<file path="src/rtl/isa_dec_pkg.sv">
package isa_dec_pkg;
    localparam int XLEN     = 32;
    localparam int INSN_W   = 32;
    localparam int RIDX_W   = 5;
    localparam int OPC_W    = 6;
    localparam int OP_W     = 6;
    localparam int LINK_REG = 29;

    typedef enum logic [OP_W-1:0] {
        OP_NONE, OP_ADD, OP_SUB, OP_AND, OP_OR, OP_XOR, OP_NOR, OP_XNOR,
        OP_SLL, OP_SRL, OP_SRA, OP_MUL, OP_DIVU, OP_MODU, OP_SEXTB, OP_SEXTH,
        OP_CEQ, OP_CNE, OP_CGT, OP_CGE, OP_CGTU, OP_CGEU,
        OP_LDB, OP_LDBU, OP_LDH, OP_LDHU, OP_LDW, OP_STB, OP_STH, OP_STW,
        OP_CSRR, OP_CSRW, OP_LINK
    } alu_op_e;

    typedef enum logic [1:0] {BR_NONE, BR_COND, BR_REG, BR_REL} br_kind_e;

    typedef enum logic [2:0] {
        EXC_NONE, EXC_ILLEGAL, EXC_NOUNIT, EXC_BREAK, EXC_SCALL
    } cause_e;

    typedef enum logic [2:0] {
        IMM_NONE, IMM_SEXT16, IMM_ZEXT16, IMM_HIGH16, IMM_SH5, IMM_LINK
    } imm_kind_e;

    typedef enum logic [1:0] {RD_NONE, RD_B, RD_C, RD_LINK} rd_sel_e;

    typedef enum logic [2:0] {
        NEED_NONE, NEED_MUL, NEED_DIV, NEED_SEXT, NEED_SHL, NEED_SHR
    } unit_e;

    typedef struct packed {
        alu_op_e   op;
        imm_kind_e ik;
        br_kind_e  br;
        rd_sel_e   rd;
        logic      use_b;
        unit_e     need;
        logic      bad;
        logic      brk;
        logic      sys;
    } dec_raw_t;
endpackage

</file>
<file path="src/rtl/dec_table.sv">
module dec_table
    import isa_dec_pkg::*;
(
    input  logic [OPC_W-1:0] opc,
    input  logic [4:0]       imm5,
    output dec_raw_t         raw
);
    function automatic dec_raw_t f_alu(alu_op_e op, imm_kind_e ik, logic rr, unit_e nd);
        dec_raw_t r;
        r       = '0;
        r.op    = op;
        r.ik    = rr ? IMM_NONE : ik;
        r.rd    = rr ? RD_C : RD_B;
        r.use_b = rr;
        r.need  = nd;
        return r;
    endfunction

    function automatic dec_raw_t f_mem(alu_op_e op, logic store);
        dec_raw_t r;
        r       = '0;
        r.op    = op;
        r.ik    = IMM_SEXT16;
        r.rd    = store ? RD_NONE : RD_B;
        r.use_b = store;
        return r;
    endfunction

    function automatic dec_raw_t f_bcc(alu_op_e op);
        dec_raw_t r;
        r       = '0;
        r.op    = op;
        r.br    = BR_COND;
        r.use_b = 1'b1;
        return r;
    endfunction

    logic rr;
    assign rr = opc[OPC_W-1];

    always_comb begin
        raw = '0;
        unique case (opc)
            6'd0, 6'd32:  raw = f_alu(OP_SRL, IMM_SH5, rr, NEED_SHR);
            6'd1, 6'd33:  raw = f_alu(OP_NOR, IMM_ZEXT16, rr, NEED_NONE);
            6'd2, 6'd34:  raw = f_alu(OP_MUL, IMM_SEXT16, rr, NEED_MUL);
            6'd3:         raw = f_mem(OP_STH, 1'b1);
            6'd4:         raw = f_mem(OP_LDB, 1'b0);
            6'd5, 6'd37:  raw = f_alu(OP_SRA, IMM_SH5, rr, NEED_SHR);
            6'd6, 6'd38:  raw = f_alu(OP_XOR, IMM_ZEXT16, rr, NEED_NONE);
            6'd7:         raw = f_mem(OP_LDH, 1'b0);
            6'd8, 6'd40:  raw = f_alu(OP_AND, IMM_ZEXT16, rr, NEED_NONE);
            6'd9, 6'd41:  raw = f_alu(OP_XNOR, IMM_ZEXT16, rr, NEED_NONE);
            6'd10:        raw = f_mem(OP_LDW, 1'b0);
            6'd11:        raw = f_mem(OP_LDHU, 1'b0);
            6'd12:        raw = f_mem(OP_STB, 1'b1);
            6'd13, 6'd45: raw = f_alu(OP_ADD, IMM_SEXT16, rr, NEED_NONE);
            6'd14, 6'd46: raw = f_alu(OP_OR, IMM_ZEXT16, rr, NEED_NONE);
            6'd15, 6'd47: raw = f_alu(OP_SLL, IMM_SH5, rr, NEED_SHL);
            6'd16:        raw = f_mem(OP_LDBU, 1'b0);
            6'd17:        raw = f_bcc(OP_CEQ);
            6'd18:        raw = f_bcc(OP_CGT);
            6'd19:        raw = f_bcc(OP_CGE);
            6'd20:        raw = f_bcc(OP_CGEU);
            6'd21:        raw = f_bcc(OP_CGTU);
            6'd22:        raw = f_mem(OP_STW, 1'b1);
            6'd23:        raw = f_bcc(OP_CNE);
            6'd24:        raw = f_alu(OP_AND, IMM_HIGH16, 1'b0, NEED_NONE);
            6'd25, 6'd57: raw = f_alu(OP_CEQ, IMM_SEXT16, rr, NEED_NONE);
            6'd26, 6'd58: raw = f_alu(OP_CGT, IMM_SEXT16, rr, NEED_NONE);
            6'd27, 6'd59: raw = f_alu(OP_CGE, IMM_SEXT16, rr, NEED_NONE);
            6'd28, 6'd60: raw = f_alu(OP_CGEU, IMM_ZEXT16, rr, NEED_NONE);
            6'd29, 6'd61: raw = f_alu(OP_CGTU, IMM_ZEXT16, rr, NEED_NONE);
            6'd30:        raw = f_alu(OP_OR, IMM_HIGH16, 1'b0, NEED_NONE);
            6'd31, 6'd63: raw = f_alu(OP_CNE, IMM_SEXT16, rr, NEED_NONE);
            6'd35:        raw = f_alu(OP_DIVU, IMM_NONE, 1'b1, NEED_DIV);
            6'd36:        begin raw.op = OP_CSRR; raw.rd = RD_C; end
            6'd43: begin
                if (imm5 == 5'd2)      raw.brk = 1'b1;
                else if (imm5 == 5'd7) raw.sys = 1'b1;
                else                   raw.bad = 1'b1;
            end
            6'd44: begin raw.op = OP_SEXTB; raw.rd = RD_C; raw.need = NEED_SEXT; end
            6'd48: raw.br = BR_REG;
            6'd49: raw = f_alu(OP_MODU, IMM_NONE, 1'b1, NEED_DIV);
            6'd50: raw = f_alu(OP_SUB, IMM_NONE, 1'b1, NEED_NONE);
            6'd52: begin raw.op = OP_CSRW; raw.use_b = 1'b1; end
            6'd54: begin raw.op = OP_LINK; raw.br = BR_REG; raw.rd = RD_LINK; raw.ik = IMM_LINK; end
            6'd55: begin raw.op = OP_SEXTH; raw.rd = RD_C; raw.need = NEED_SEXT; end
            6'd56: raw.br = BR_REL;
            6'd62: begin raw.op = OP_LINK; raw.br = BR_REL; raw.rd = RD_LINK; raw.ik = IMM_LINK; end
            default: raw.bad = 1'b1;
        endcase
    end
endmodule

</file>
<file path="src/rtl/dec_gate.sv">
module dec_gate
    import isa_dec_pkg::*;
#(
    parameter bit HAS_MUL   = 1'b1,
    parameter bit HAS_DIV   = 1'b1,
    parameter bit HAS_SHIFT = 1'b1,
    parameter bit HAS_SEXT  = 1'b1
) (
    input  logic   bad,
    input  logic   brk,
    input  logic   sys,
    input  unit_e  need,
    input  logic   rr,
    input  logic [4:0] imm5,
    output cause_e cause,
    output logic   unit_shift
);
    always_comb begin
        cause      = EXC_NONE;
        unit_shift = 1'b0;
        if (bad)      cause = EXC_ILLEGAL;
        else if (brk) cause = EXC_BREAK;
        else if (sys) cause = EXC_SCALL;
        else begin
            unique case (need)
                NEED_MUL:  if (!HAS_MUL)   cause = EXC_NOUNIT;
                NEED_DIV:  if (!HAS_DIV)   cause = EXC_NOUNIT;
                NEED_SEXT: if (!HAS_SEXT)  cause = EXC_NOUNIT;
                NEED_SHL:  if (!HAS_SHIFT) cause = EXC_NOUNIT;
                NEED_SHR: begin
                    if (!HAS_SHIFT) begin
                        if (rr)                 unit_shift = 1'b1;
                        else if (imm5 != 5'd1)  cause = EXC_NOUNIT;
                    end
                end
                default: ;
            endcase
        end
    end
endmodule

</file>
<file path="src/rtl/dec_imm.sv">
module dec_imm
    import isa_dec_pkg::*;
(
    input  imm_kind_e       ik,
    input  br_kind_e        br,
    input  logic [25:0]     fld,
    input  logic [XLEN-1:0] pc,
    output logic [XLEN-1:0] imm,
    output logic [XLEN-1:0] target
);
    localparam int WORD_SH = 2;
    localparam int INSN_BYTES = INSN_W / 8;

    always_comb begin
        unique case (ik)
            IMM_SEXT16: imm = {{(XLEN-16){fld[15]}}, fld[15:0]};
            IMM_ZEXT16: imm = {{(XLEN-16){1'b0}}, fld[15:0]};
            IMM_HIGH16: imm = {fld[15:0], {(XLEN-16){1'b0}}};
            IMM_SH5:    imm = {{(XLEN-5){1'b0}}, fld[4:0]};
            IMM_LINK:   imm = pc + XLEN'(INSN_BYTES);
            default:    imm = '0;
        endcase
        unique case (br)
            BR_COND: target = pc + ({{(XLEN-16){fld[15]}}, fld[15:0]} << WORD_SH);
            BR_REL:  target = pc + ({{(XLEN-26){fld[25]}}, fld[25:0]} << WORD_SH);
            default: target = '0;
        endcase
    end
endmodule

</file>
<file path="src/rtl/insn_decoder.sv">
module insn_decoder
    import isa_dec_pkg::*;
#(
    parameter bit HAS_MUL   = 1'b1,
    parameter bit HAS_DIV   = 1'b1,
    parameter bit HAS_SHIFT = 1'b1,
    parameter bit HAS_SEXT  = 1'b1
) (
    input  logic              clk,
    input  logic              rst,
    input  logic              in_valid,
    input  logic [INSN_W-1:0] insn,
    input  logic [XLEN-1:0]   pc,
    output logic              out_valid,
    output logic [RIDX_W-1:0] rd_idx,
    output logic [RIDX_W-1:0] rs_a_idx,
    output logic [RIDX_W-1:0] rs_b_idx,
    output logic              wr_en,
    output logic [XLEN-1:0]   imm,
    output logic [OP_W-1:0]   alu_op,
    output logic [1:0]        br_kind,
    output logic [XLEN-1:0]   br_target,
    output logic              need_unit_shift,
    output logic              exc_valid,
    output logic [2:0]        exc_cause
);
    typedef enum logic {ST_IDLE, ST_SHOW} st_e;

    dec_raw_t        raw;
    cause_e          cause;
    logic            ushift;
    logic [XLEN-1:0] imm_w, tgt_w;
    logic [RIDX_W-1:0] fa, fb, fc, rd_n;
    logic            exc_n;
    st_e             st_q, st_d;

    assign fa = insn[25:21];
    assign fb = insn[20:16];
    assign fc = insn[15:11];

    dec_table u_table (.opc(insn[31:26]), .imm5(insn[4:0]), .raw(raw));

    dec_gate #(.HAS_MUL(HAS_MUL), .HAS_DIV(HAS_DIV), .HAS_SHIFT(HAS_SHIFT), .HAS_SEXT(HAS_SEXT))
    u_gate (.bad(raw.bad), .brk(raw.brk), .sys(raw.sys), .need(raw.need), .rr(insn[31]),
            .imm5(insn[4:0]), .cause(cause), .unit_shift(ushift));

    dec_imm u_imm (.ik(raw.ik), .br(raw.br), .fld(insn[25:0]), .pc(pc), .imm(imm_w), .target(tgt_w));

    always_comb begin
        exc_n = (cause != EXC_NONE);
        unique case (raw.rd)
            RD_B:    rd_n = fb;
            RD_C:    rd_n = fc;
            RD_LINK: rd_n = RIDX_W'(LINK_REG);
            default: rd_n = '0;
        endcase
    end

    always_comb begin
        unique case (st_q)
            ST_IDLE: st_d = in_valid ? ST_SHOW : ST_IDLE;
            ST_SHOW: st_d = in_valid ? ST_SHOW : ST_IDLE;
            default: st_d = ST_IDLE;
        endcase
    end

    always_ff @(posedge clk) begin
        if (rst) st_q <= ST_IDLE;
        else     st_q <= st_d;
    end

    always_ff @(posedge clk) begin
        if (rst) begin
            rd_idx <= '0; rs_a_idx <= '0; rs_b_idx <= '0; wr_en <= 1'b0;
            imm <= '0; alu_op <= OP_NONE; br_kind <= BR_NONE; br_target <= '0;
            need_unit_shift <= 1'b0; exc_valid <= 1'b0; exc_cause <= EXC_NONE;
        end else if (in_valid) begin
            rd_idx          <= rd_n;
            rs_a_idx        <= fa;
            rs_b_idx        <= raw.use_b ? fb : '0;
            wr_en           <= (raw.rd != RD_NONE) && !exc_n;
            imm             <= imm_w;
            alu_op          <= exc_n ? OP_NONE : raw.op;
            br_kind         <= exc_n ? BR_NONE : raw.br;
            br_target       <= tgt_w;
            need_unit_shift <= ushift && !exc_n;
            exc_valid       <= exc_n;
            exc_cause       <= cause;
        end
    end

    assign out_valid = (st_q == ST_SHOW);

    assert_latency_R11: assert property (@(posedge clk) disable iff (rst) in_valid |=> out_valid);
    assert_idle_R11: assert property (@(posedge clk) disable iff (rst) !in_valid |=> !out_valid);
    assert_exc_quiet_R10: assert property (@(posedge clk) disable iff (rst)
        exc_valid |-> (!wr_en && br_kind == BR_NONE && alu_op == OP_NONE));
    assert_link_R5: assert property (@(posedge clk) disable iff (rst)
        (out_valid && alu_op == OP_LINK) |-> (wr_en && rd_idx == RIDX_W'(LINK_REG)));
    assert_mul_gate_R8: assert property (@(posedge clk) disable iff (rst)
        out_valid |-> (HAS_MUL || alu_op != OP_MUL));
    assert_shl_gate_R9: assert property (@(posedge clk) disable iff (rst)
        out_valid |-> (HAS_SHIFT || alu_op != OP_SLL));
endmodule

</file>
<file path="config.mk">
export PLATFORM = sky130hd
export DESIGN_NAME = insn_decoder
export DESIGN_NICKNAME = d
export VERILOG_FILES = /design/src/rtl/isa_dec_pkg.sv /design/src/rtl/dec_table.sv /design/src/rtl/dec_gate.sv /design/src/rtl/dec_imm.sv /design/src/rtl/insn_decoder.sv
export SDC_FILE = /design/constraint.sdc
export NUM_CORES = 1
export LEC_CHECK = 0
export BUFFER_PORTS_ARGS = -buffer_cell sky130_fd_sc_hd__buf_2
export CORE_ASPECT_RATIO = 1.25
export CORE_UTILIZATION = 60
export DETAILED_ROUTE_END_ITERATION = 10
export PLACE_DENSITY = 0.87
export SLEW_MARGIN = 20
export SYNTH_ARGS = -nofsm -noshare
export SYNTH_HDL_FRONTEND = slang
export SYNTH_HIERARCHICAL = 1
export SYNTH_SLANG_ARGS = --single-unit
</file>
<file path="constraint.sdc">
create_clock -name clk -period 7.95 [get_ports clk]
set_clock_uncertainty 0.05 [all_clocks]
set_input_delay 1.59 -clock clk [delete_from_list [all_inputs] [get_ports clk]]
set_output_delay 1.59 -clock clk [all_outputs]
set_load 0.01 [all_outputs]
</file>
==> After elaboration in Yosys (flattened, before gate mapping) <==
Index checks and enable logic that the tools add are counted.
{ "classes": {"addsub": 3, "n_eq_ne": 71, "n_mux": 26, "n_reduce_logical": 35} }
{ "op_table": {"columns": ["op", "n"], "rows": [
  ["6-bit case mux with 32 select lines", 1],
  ["6-bit == test (second input constant)", 28],
  ["32-bit case mux with 5 select lines", 1],
  ["6-bit by 5-bit == test with 1-bit output (second input constant)", 16],
  ["32-bit adder", 2],
  ["32-bit case mux with 2 select lines", 1],
  ["59-bit OR reduction", 1],
  ["6-bit by 4-bit == test with 1-bit output (second input constant)", 8],
  ["32-bit by 3-bit adder with 32-bit output (second input constant)", 1],
  ["32-bit OR reduction", 1],
  ["6-bit by 3-bit == test with 1-bit output (second input constant)", 4],
  ["2-bit OR reduction", 12],
  ["3-bit OR reduction", 8],
  ["3-bit case mux with 6 select lines", 1],
  ["6-bit OR reduction", 3],
  ["5-bit case mux with 3 select lines", 1],
  ["14-bit OR reduction", 1],
  ["13-bit OR reduction", 1],
  ["6-bit by 2-bit == test with 1-bit output (second input constant)", 2],
  ["3-bit 2-to-1 mux", 4],
  ["12-bit OR reduction", 1],
  ["2-bit 2-to-1 mux", 4],
  ["2-bit case mux with 4 select lines", 1],
  ["8-bit OR reduction", 1],
  ["19 further kinds", 31]
]} }
{ "word_totals": {"regBits": 93, "in_bits": 67, "out_inout_bits": 94, "elab_cells": 146} }

==> Longest topological paths before layout <==
{ "depth": {"word_depth": 10, "ltp_mapped": 19, "depth_no_buf": 16} }

==> Hierarchy <==
Netlist, hierarchy kept.
{ "modules_own_cells": {"columns": ["module", "n_inst", "cells_per_inst", "area_per_inst_um2", "seq_area_each_um2"], "rows": [
  ["insn_decoder", 1, 312, 3353.2, 1881.8],
  ["dec_imm", 1, 449, 2916.5, 0.0],
  ["dec_table", 1, 151, 1007.2, 0.0],
  ["dec_gate", 1, 5, 33.8, 0.0]
]} }

==> Worst setup path after synthesis <==
OpenSTA, ideal clock, no wires.
{ "synth_timing": {"path_kind": "input -> register", "from": "in insn[27]", "to": "reg br_target[31]", "setup_ps": 128, "arrival_time_ps": 4796, "required_time_ps": 7772, "setup_slack_ps": 2977, "stages": 19, "n_path_buf": 3, "path_cell_list": "buf_4 -> xor2_1 -> nor2_1 -> or3_1 -> a21boi_1 -> buf_6 -> a21boi_1 -> a31o_2 -> ha_1 -> buf_4 -> a21oi_1 -> o21ai_1 -> a221oi_1 -> nor2b_1 -> a211oi_1 -> nand3_1 -> and3b_1 -> mux2i_1 -> nor2_1"} }
{ "synth_lines": {"columns": ["item", "line_no", "source"], "rows": [
  ["start: declaration", "insn_decoder.sv:12", "input logic [INSN_W-1:0] insn,"],
  ["end signal: assignment", "insn_decoder.sv:85", "br_target <= tgt_w;"],
  ["end: declaration", "insn_decoder.sv:22", "output logic [XLEN-1:0] br_target,"]
]} }

==> run_results.csv <==
group,metric,value,unit
status,run_status,"complete, no violations",
sta,worst_slew_pin_slew,0.976,ns
cts,htree_levels,3,
cts,max_buffers_root_to_sink,2,
route,drt_iter0_markers,575,
route,dr.pass1.iters,5,
cells_and_area,fin_nets,1119,
die,top_level_ports,161,
cts,cts_tree,"yes",
global_routing,track_usage,34.1,%
cells_and_area,post_route_cells_drive_above_1_share,21.9,%
sta,final-max-slew-violation-count,0,
cts,cts_inserted_buffers,9,
global_routing,antenna_violations_before_repair,2,
cts,cts_setup_buffers,0,
cts,cts_hold_repair.buffers,0,
worst_hold_path,sink_of_the_worst_hold_path,"need_unit_shift",
worst_setup_path,timing.critical_path.arrival,5.95,ns
worst_setup_path,critical_path_peak_fanout,47,
sta,rsz0062_at_grt,"false",
sta,relSlewSlack,34.7,%
global_routing,grt_overflow,0,
cells_and_area,area_growth,13.3,%
sta,totalNegativeSetupSlack,0,ns
worst_hold_path,min_path_type,"flip-flop to flip-flop",
synth,post_synth_inst_count,907,
route,route.antenna.remaining_nets,0,
worst_hold_path,beginning_of_the_worst_hold_path,"need_unit_shift",
cts,post_cts_resize_count,0,
sta,final_hold_viol_count,0,
sta,max_freq,0.173,GHz
die,height_of_the_die,125,µm
cts,clk_root_buffer_cell,"clkbuf_16",
global_routing,vias_in_the_first_global_route,6928,
flow_run,cap_viol_max_count,0,
pwr,static-leakage-power,3.73,nW
route,routed_wire_length_per_instance,18.2,µm
global_routing,largest_net_degree_at_the_start_of_global_routing,86,
worst_setup_path,critical_path_required,8.11,ns
pwr,vdd_ir_drop_max,136,µV
die,die_area,12500,µm²
sta,timing.final.crit_period,5.79,ns
route,number_of_vias_after_detailed_routing,7394,
global_routing,global_route_wire_length_before_repair,33800,µm
placed_design,pre_cts_ws,1.86,ns
die,fp.coreArea,11700,µm²
cts,clkTransAtPathRegs,0.07,ns
placed_design,post-place-cells,1170,
route,post_drt_via_cell_ratio,6.23,
die,core.rowCount,44,
cells_and_area,final_cell_area,8220,µm²
synth,syn_area_per_cell,8.00,µm²
placed_design,place.port_buffers,160,
die,start_util,61.9,%
placed_design,gp_routability_congestion,0.955,
cts,clock_latency_on_the_worst_skew_pair,0.35,ns
route,detail_route.drc_violations,0,
sta,final.hold.worst_slack,0.412,ns
sta,fin_crit_sh,72.8,%
worst_setup_path,setup.worst_path.start_class,"input pin",
synth,postSynthNetCount,1006,
worst_setup_path,r2r-end,"imm[17]",
sta,setup-violations-final,0,
worst_hold_path,min_delay_path_depth,1,
sta,final.setup.worst_slack,2.16,ns
worst_setup_path,timing_worst_setup_path_type,"input pin to flip-flop",
cts,clock_sinks,94,
placed_design,dp_hpwl,16000,µm
cells_and_area,final_cells,1187,
die,die_x,100,µm
worst_setup_path,worst_r2r_setup_slack,7.19,ns
pwr,pwr_density_cell,159,nW/µm²
worst_setup_path,rr_worst_depth,2,
synth,synth_area,7260,µm²
route,routed_wl,21600,µm
placed_design,detailed_place.area,7920,µm²
synth,synthesis.yosys.warnings,6,
worst_setup_path,critPathCaptureType,"flip-flop",
worst_setup_path,regToRegStartpoint,"imm[17]",
[sequential cells by signal, summed over array words and instances, names as in the netlist]
name             cells
br_target           32
imm                 32
alu_op               6
rd_idx               5
rs_a_idx             5
rs_b_idx             5
exc_cause            3
br_kind              2
exc_valid            1
need_unit_shift      1
out_valid            1
wr_en                1
[where the power goes]
part | switching (mW) | leakage (nW) | internal (mW) | total (mW)
registers | 0.00977 | 0.764 | 0.490 | 0.499
clock network | 0.214 | 0.144 | 0.223 | 0.436
logic | 0.228 | 2.82 | 0.146 | 0.375
total | 0.452 | 3.73 | 0.859 | 1.31
[cells in the final DEF (no fill, tap or decap), types with 10 or more instances in the layout]
cell / count
xnor2_1: 30
inv_1: 19
dfxtp_1: 94
nand3_1: 27
and2_1: 22
buf_2: 159
a32o_1: 10
a21oi_1: 62
o21ai_0: 48
xor2_1: 23
ha_1: 31
mux2i_1: 76
nand2b_1: 21
a31oi_1: 11
nor3_1: 11
nor2_1: 118
nand2_1: 67
[worst max-delay path, stage by stage]
cell      delay (ns)
buf_2           0.47
xor2_1          0.29
nor2_1          0.08
or3_1           0.34
a21boi_2        0.14
buf_4           0.37
a21boi_1        0.31
a31o_2          0.31
ha_1            0.41
a21oi_1         0.23
o21ai_1         0.12
a221oi_1        0.38
nor2b_1         0.09
a211oi_1        0.30
nand3_1         0.11
and3b_1         0.17
mux2i_1         0.14
nor2_1          0.06
[area by class of cell]
type                            count  area [µm²]
Multi-Input combinational cell    729        4920
Clock inverter                      7        75.1
Timing Repair Buffer              165         841
Antenna cell                        1        2.50
Fill cell                         992        3500
Clock buffer                        9         225
Inverter                           21        78.8
Sequential cell                    94        1880
Tap cell                          161         201
[metrics by stage]
step                power, mW  utilization (%)
detailed placement      0.875             67.5
global route             1.36             70.1
floorplan               0.771                -
CTS                      1.31             70.1
finish                   1.31             70.1
global placement        0.873             67.5
[layer usage]
layer	wire length, µm	vias up	global-route usage (%)	share of wire [%]
met5	11	-	0	0.051
met4	1170	2	19.4	5.4
met3	1770	87	5.76	8.2
met2	10700	360	59.8	50
met1	7910	3472	38.4	37
li1	-	3473	-	-
[how the worst max path moves through the flow]
stage / startpoint / endpoint
after floorplan: insn[27] / br_target[31]
after global placement: insn[28] / br_target[31]
after detailed placement: insn[28] / br_target[31]
after CTS: insn[28] / br_target[31]
after global routing: insn[28] / br_target[31]
final: insn[28] / br_target[31]
Power figures use the tool's default switching activity.
